### config.mk
export PLATFORM = sky130hd
export DESIGN_NAME = early_operand_src
export DESIGN_NICKNAME = d
export VERILOG_FILES = /design/src/rtl/early_operand_src.sv
export SDC_FILE = /design/constraint.sdc
export NUM_CORES = 1
export LEC_CHECK = 0
export CORE_MARGIN = 1
export CORE_UTILIZATION = 39
export DETAILED_ROUTE_END_ITERATION = 8
export PLACE_DENSITY = 0.82
export REMOVE_ABC_BUFFERS = 1
export SETUP_SLACK_MARGIN = 0.1
export SLEW_MARGIN = 20
export SYNTH_ARGS = -nofsm -noshare
export SYNTH_HDL_FRONTEND = slang
export SYNTH_SLANG_ARGS = --single-unit
### constraint.sdc
create_clock -name vclk -period 2.5
set_input_delay 0.625 -clock vclk [all_inputs]
set_output_delay 0.625 -clock vclk [all_outputs]
set_load 0.005 [all_outputs]
### src/rtl/early_operand_src.sv
module early_operand_src #(
  parameter int REG_AW = 5
) (
  input  logic [REG_AW-1:0] exe_dst,
  input  logic [REG_AW-1:0] mem_dst,
  input  logic [REG_AW-1:0] wb_dst,
  input  logic              mem_is_load,
  input  logic              wb_is_load,
  input  logic [REG_AW-1:0] src_a_idx,
  input  logic [REG_AW-1:0] src_b_idx,
  input  logic              is_cond_branch,
  output logic [3:0]        src_a_code,
  output logic [3:0]        src_b_code
);
  localparam logic [REG_AW-1:0] ZERO_IDX = '0;

  logic exe_live, mem_live, wb_live;
  assign exe_live = exe_dst != ZERO_IDX;
  assign mem_live = mem_dst != ZERO_IDX;
  assign wb_live  = wb_dst  != ZERO_IDX;

  logic [3:0] exe_tag, mem_tag, wb_tag;
  assign exe_tag = is_cond_branch ? 4'b0001 : 4'b0110;
  assign mem_tag = is_cond_branch ? 4'b0010 : (mem_is_load ? 4'b1001 : 4'b0111);
  assign wb_tag  = is_cond_branch ? 4'b0011 : (wb_is_load  ? 4'b1010 : 4'b1000);

  logic [REG_AW-1:0] idx   [2];
  logic [3:0]        code  [2];
  assign idx[0] = src_a_idx;
  assign idx[1] = src_b_idx;

  for (genvar g = 0; g < 2; g++) begin : g_opnd
    logic hit_exe, hit_mem, hit_wb;
    assign hit_exe = exe_live && (exe_dst == idx[g]);
    assign hit_mem = mem_live && (mem_dst == idx[g]);
    assign hit_wb  = wb_live  && (wb_dst  == idx[g]);
    assign code[g] = hit_exe ? exe_tag :
                     hit_mem ? mem_tag :
                     hit_wb  ? wb_tag  : 4'b0000;
  end

  assign src_a_code = code[0];
  assign src_b_code = code[1];
endmodule


==> results of run 1 <==
## per-layer routing
metal	global-route usage, %	GRT overflow
met1	62.5	0
met2	88.5	8
met3	41.7	0
met4	70.8	3
met5	0	0
## what timing repair did
action	4_1_cts
endpoints found under the setup margin	8
gates resized for setup	117
pin swaps	28
setup buffers	7
hold buffers	0
## metrics by stage
step	TNS (ps)	instances
floorplan	0	78
global placement	-6280	149
detailed placement	-6820	149
CTS	-1330	156
## cell usage after synthesis
cell type / number / share of area [%]
nor2_4: 1 / 1.9
nor2_1: 8 / 5.2
o31ai_1: 2 / 2.6
nand2b_4: 2 / 4.8
mux2i_1: 2 / 3.5
nand3_1: 6 / 5.2
nor3_1: 3 / 2.6
nand2_1: 3 / 1.9
nand4_1: 2 / 2.2
or4_4: 1 / 1.9
inv_1: 1 / 0.65
a31oi_1: 2 / 2.2
or4_1: 1 / 1.3
a21boi_1: 2 / 2.6
nor4_4: 1 / 3.7
nor4_2: 1 / 2.2
and3_1: 2 / 2.2
a21oi_1: 6 / 5.2
xor2_1: 18 / 27
buf_1: 1 / 0.65
xnor2_1: 12 / 18
nor4_1: 2 / 2.2
## kinds of logic after synthesis
family	synth area share, %
simple gates	37.2
xor+xnor	45.5
compound gates	12.6
mux	3.46
buf+inv	1.30
==> summary.txt, run 1 <==
Run status
  • Stopping stage: 5_1_grt
  • Run status: aborted with a tool error
  • Stop Error: [ERROR GRT-0232] Routing congestion too high. Check the congestion heatmap in the GUI.

Floorplan
  • Die width: 40.5 um
  • Initial Utilization: 43.3%
  • Top-level I/O count: 36
  • Row cnt: 13
  • Die extent in y: 40.5 um

GRT
  • Largest net degree at the start of global routing: 11
  • Gr usage total: 65.1%
  • Gr ovfl total: 11

Place
  • DP HPWL: 1880 um
  • Placement Setup Slack: -923 ps
  • # port buffers: 36
  • RePlAce Congestion: just over 0.8
  • Area after DPL: 1100 um2

STA
  • Worst EP post-GRT repair: src_a_code[1]
  • Worst_ep kind: top-level output

Yosys
  • Mapped Avg Cell Area: 7.32 um2
  • Number of library cell types mapped by synthesis: 22
  • Post-Syn Area: a little under 600 um2
  • Seq/Total Area, Yosys: 0%
  • YS warnings: 0
  • Post-Synthesis Cells: 79
==> run 2: changes to the inputs <==
--- a/config.mk
+++ b/config.mk
@@ -5,12 +5,11 @@
 export SDC_FILE = /design/constraint.sdc
 export NUM_CORES = 1
 export LEC_CHECK = 0
-export CORE_MARGIN = 1
-export CORE_UTILIZATION = 39
+export CORE_AREA = 2 2 63 65
 export DETAILED_ROUTE_END_ITERATION = 8
-export PLACE_DENSITY = 0.82
+export DIE_AREA = 0 0 65 67
+export PLACE_DENSITY_LB_ADDON = 0.15
 export REMOVE_ABC_BUFFERS = 1
-export SETUP_SLACK_MARGIN = 0.1
 export SLEW_MARGIN = 20
 export SYNTH_ARGS = -nofsm -noshare
 export SYNTH_HDL_FRONTEND = slang
==> summary.txt, run 2 <==
Run status
  • Run status: finished with violations
  • Failing checks: negative setup slack

STA
  • Min Hold Slack: between 1500 and 2000 ps
  • Crit path time final: ~2800 ps
  • Final max-slew violation count: 0
  • Worst Tran Pin Value: around 370 ps
  • Tcrit/Tclk final: 111%
  • Final Hold Viols: 0
  • Setup Viol. Count Final: 8
  • Setup TNS: -1610 ps
  • Max Clock Freq: 360 MHz
  • Final Worst Setup Slack: -278 ps
  • Relative slew slack: 75.1%
  • RSZ-0062 raised after global routing: yes

GRT
  • Gr usage total: between 10% and 20%
  • First-pass GRT wire length: approximately 3700 um
  • M2 GR Usage: 22.8%
  • Met1 Resource Use GR: 11.6%
  • Initial antenna violation count: 0
  • Most Used Layer, Global Route: met2
  • Met3 usage: 0.676%
  • Largest net degree at the start of global routing: 10
  • Vias in the first global route: 805
  • Gr ovfl total: 0

Floorplan
  • Initial Utilization: 16.0%
  • Core Area: 3610 um2
  • Row cnt: 22
  • Top-level I/O count: 36
  • Die ar.: 4360 um2
  • Die extent in y: 67 um
  • Die width: 65 um

Critical path
  • Crit path kind: input port to primary output
  • WP data arrival: 2150 ps
  • Crit. End Element: primary output
  • Crit start category: input port
  • CP max FO: 5
  • WP data required: around 1900 ps

Final layout
  • Fillcell total: 401
  • Nets: 176
  • Most common cell after layout, fill and taps aside: buf_4
  • Ant diodes: 0
  • Most frequent cells in the layout: 29 x buf_4, 18 x xor2_1, 13 x dlygate4sd2_1, 12 x buf_2, 9 x xnor2_1
  • Area added between synthesis and finish: 125%
  • Register Area: 0 um2
  • FFs & Latches: 0
  • Clkbuf count: 0
  • Final core occ: between 30% and 40%
  • Share of layout cells above drive strength 1: about half

Yosys
  • Post-Syn Area: 578 um2
  • Most common cell in the netlist: xor2_1
  • Synth top area cells: xor2_1 27%, xnor2_1 18%, a21oi_1 5.2%
  • Yosys top cell by area: xor2_1
  • Top post-synthesis cells by count: 18 x xor2_1, 12 x xnor2_1, 8 x nor2_1
  • Mapped Avg Cell Area: ~7.3 um2
  • Post-Synthesis Cells: 79
  • Share of the synthesized area in the top cell type: between 20% and 30%
  • YS warnings: 0
  • Number of library cell types mapped by synthesis: 22
  • Seq/Total Area, Yosys: 0%

Drt
  • Detailed Routing Iterations Pass 1: 4
  • Via Count: 820
  • Post-DR vias/cell: 4.23
  • Drt drc: 0
  • DRT iter0 DRCs: 17
  • WL/cell: about 12 um
  • Post-DRT Antenna Nets: 0
  • Final wirelength: roughly 2400 um

Power
  • Pwr dens: 154 nW/um2
  • Total power: around 200 uW
  • Max VDD drop: 0.0000507 V
  • Leak pwr: 0.000550 uW

Flow run
  • Max-Cap Viols: 0

Place
  • # port buffers: 36
  • RePlAce Congestion: 0.753
  • DP HPWL: 1880 um

Min path
  • Min-delay worst type: input port to primary output
[run 2: cell counts after synthesis]
No cell type changed its count.
[run 2: final cells by class]
| cell class | instances | area, um2 | area share [%] |
|---|---|---|---|
| well taps | 48 | 60.1 | 4.62 |
| repair buffers | 68 | 544 | 41.8 |
| inverters | 1 | 3.75 | 0.288 |
| multi-input cells | 77 | 693 | 53.3 |
[run 2: cells by family (layout without fill, tap and decap cells)]
| family | after synthesis | in the layout | share of synthesized area (%) |
|---|---|---|---|
| AND/OR/NAND/NOR | 33 | 33 | 37.2 |
| XOR/XNOR | 30 | 30 | 45.5 |
| AO/OA/AOI/OAI | 12 | 12 | 12.6 |
| multiplexers | 2 | 2 | 3.46 |
| buffers and inverters | 2 | 69 | 1.30 |
[run 2: repair_timing]
action,4_1_cts,5_1_grt
setup endpoints to repair,8,8
resized for setup,107,6
buffers inserted,7,5
hold buffers,0,0
pin swaps,21,11
endpoints found under the hold margin,0,0
[run 2: report_power, final]
group	internal, uW	total (uW)	switching, uW
Sequential	0	0	0
Combinational	109	200	91.2
Clock	0	0	0
[run 2: routing by layer]
| layer | wire, um | up-vias |
|---|---|---|
| li1 | - | 419 |
| met1 | 1010 | 384 |
| met2 | 1280 | 17 |
| met3 | 108 | 0 |
| met4 | 0 | 0 |
| met5 | 0 | - |
[run 2: through the flow]
step,setup WS [ps],cell area [um2],cells
floorplan,162,574,78
finish,-278,1300,194
CTS,-292,1270,192
global route,-339,1300,194
global placement,-879,1170,186
detailed placement,-904,1170,186
[run 2: final timing paths]
check,start,slack (ps),end,cells after the start
max,mem_dst[4],-280,src_a_code[1],9
min,wb_dst[2],1930,src_a_code[3],6
[run 2: critical path: stages]
cell and delay (ps):
buf_6 90, or4_4 540, nor2_4 140, nor4_4 60, buf_4 170, buf_4 130
mux2i_1 110, a21oi_1 160, buf_2 140
(Power assumes the default switching activity.)
==> run 3: changes to the inputs <==
--- a/config.mk
+++ b/config.mk
@@ -5,6 +5,7 @@
 export SDC_FILE = /design/constraint.sdc
 export NUM_CORES = 1
 export LEC_CHECK = 0
+export ABC_AREA = 1
 export CORE_AREA = 2 2 63 65
 export DETAILED_ROUTE_END_ITERATION = 8
 export DIE_AREA = 0 0 65 67
==> summary.txt, run 3 <==
Final layout
  • Final core occ: about 40%
  • Share of layout cells above drive strength 1: 42.1%
  • Register Area: 0 um2
  • Clkbuf count: 0
  • Fillcell total: 409
  • Ant diodes: 0
  • FFs & Latches: 0
  • Most frequent cells in the layout: 52 x nand2_1, 16 x nor2_1, 16 x buf_4, 14 x inv_1, 13 x xnor2_1
  • Final Non-Filler Cells: about 260
  • Nets: 244
  • Multi-input combinational cell area: around 910 um2
  • Area added between synthesis and finish: 71.6%
  • Most common cell after layout, fill and taps aside: nand2_1

STA
  • Max Clock Freq: 409 MHz
  • Final Worst Setup Slack: 53.4 ps
  • RSZ-0062 raised after global routing: yes
  • Final max-slew violation count: 0
  • Final Hold Viols: 0
  • Setup TNS: 0 ps
  • Tcrit/Tclk final: between 90% and 100%
  • Relative slew slack: 84.5%
  • Setup Viol. Count Final: 0
  • Worst Tran Pin Value: ~230 ps
  • Crit path time final: 2450 ps

Floorplan
  • Initial Utilization: 23.4%
  • Die extent in y: 67 um
  • Row cnt: 22
  • Die ar.: 4360 um2
  • Top-level I/O count: 36
  • Core Area: 3610 um2
  • Die width: 65 um

Critical path
  • Crit start category: input port
  • Crit. End Element: primary output
  • WP data required: between 1500 and 2000 ps
  • WP data arrival: 1820 ps
  • Crit path kind: input port to primary output
  • CP max FO: 4

Yosys
  • Top post-synthesis cells by count: 60 x nand2_1, 24 x nor2_1, 18 x xnor2_1
  • Yosys top cell by area: nand2_1
  • Mapped Avg Cell Area: about 5.2 um2
  • Number of library cell types mapped by synthesis: 20
  • Most common cell in the netlist: nand2_1
  • Post-Synthesis Cells: between 150 and 200
  • Post-Syn Area: 845 um2
  • Share of the synthesized area in the top cell type: 26.7%
  • Synth top area cells: nand2_1 27%, xnor2_1 19%, nor2_1 11%
  • YS warnings: 0
  • Seq/Total Area, Yosys: 0%

Place
  • Cells after DPL: about 250
  • DP HPWL: 2240 um
  • Placement Setup Slack: -602 ps
  • RePlAce Congestion: 0.824
  • # port buffers: 36

Drt
  • Via Count: 1097
  • Post-DRT Antenna Nets: 0
  • Post-DR vias/cell: ~4.2
  • Final wirelength: around 2800 um
  • DRT iter0 DRCs: 30
  • WL/cell: 10.5 um
  • Drt drc: 0
  • Detailed Routing Iterations Pass 1: 4

Power
  • Max VDD drop: 0.0000571 V
  • Leak pwr: 0.000737 uW
  • Pwr dens: 165 nW/um2
  • Total power: 240 uW

Min path
  • Min-delay worst type: input port to primary output

CTS
  • CTS Hold Buffers Added: 0

GRT
  • Vias in the first global route: 1043
  • First-pass GRT wire length: 4640 um
  • Largest net degree at the start of global routing: 6
  • Gr ovfl total: 0
  • Gr usage total: 13.0%
  • Initial antenna violation count: 0

Run status
  • Run status: finished, final reports clean

Flow run
  • Max-Cap Viols: 0
run 3: changes by cell type in the layout (fill, tap and decap cells not counted), sizes merged, moves of 10 or more:
| cell | delta |
|---|---|
| dlygate4sd2 | -10 |
| inv | +18 |
| xor2 | -10 |
| nor2 | +23 |
| nand2 | +58 |
| buf | -15 |
run 3: logic make-up after synthesis:
group / count (synthesis) / synth area share [%]
XOR/XNOR: 26 / 27.0
AO/OA/AOI/OAI: 4 / 2.37
AND/OR/NAND/NOR: 111 / 59.9
buffers and inverters: 22 / 10.8
run 3: final cells by class:
type / count / area share [%]
repair buffers: 53 / 28.1
well taps: 48 / 4.15
inverters: 20 / 5.27
multi-input cells: 141 / 62.5
run 3: worst paths after layout:
check / from / endpoint / slack [ps] / depth (start not counted)
max: mem_dst[3] / src_a_code[3] / 50 / 10
min: mem_dst[2] / src_a_code[0] / 1840 / 9
run 3: power breakdown:
| group | switching (uW) | leakage, uW | internal [uW] | total (uW) |
|---|---|---|---|---|
| registers | 0 | 0 | 0 | 0 |
| clock network | 0 | 0 | 0 | 0 |
| logic | 126 | 0.000737 | 113 | 240 |
run 3: worst max-delay path: stages:
cell             delay (ps)
buf_8                   100
or2_4                   250
nor2_4                  110
buf_4                   120
buf_4                   110
nor2_4                   40
nand3_1                  70
nand2_1                  80
a21oi_2                 110
clkdlybuf4s15_1         210
run 3: routing by layer:
metal | share of wire [%] | track usage, % | vias up
met3 | 3.2 | 0.338 | 0
met2 | 49 | 24.0 | 24
met1 | 48 | 17.9 | 483
met5 | 0 | 0 | -
li1 | - | - | 590
met4 | 0 | 0 | 0
run 3: metrics by stage:
step                hold slack [ps]  cell area (um2)
floorplan                      1280              828
global placement               2340             1280
detailed placement             2330             1280
CTS                            1900             1390
global route                   1910             1450
finish                         1840             1450
run 3: repair_timing:
item                                    4_1_cts  5_1_grt
endpoints found under the setup margin        8        7
setup buffers                                10        4
cloned                                        0        0
pin swaps                                    24       27
hold endpoints to repair                      0        0
resized for setup                           105       48
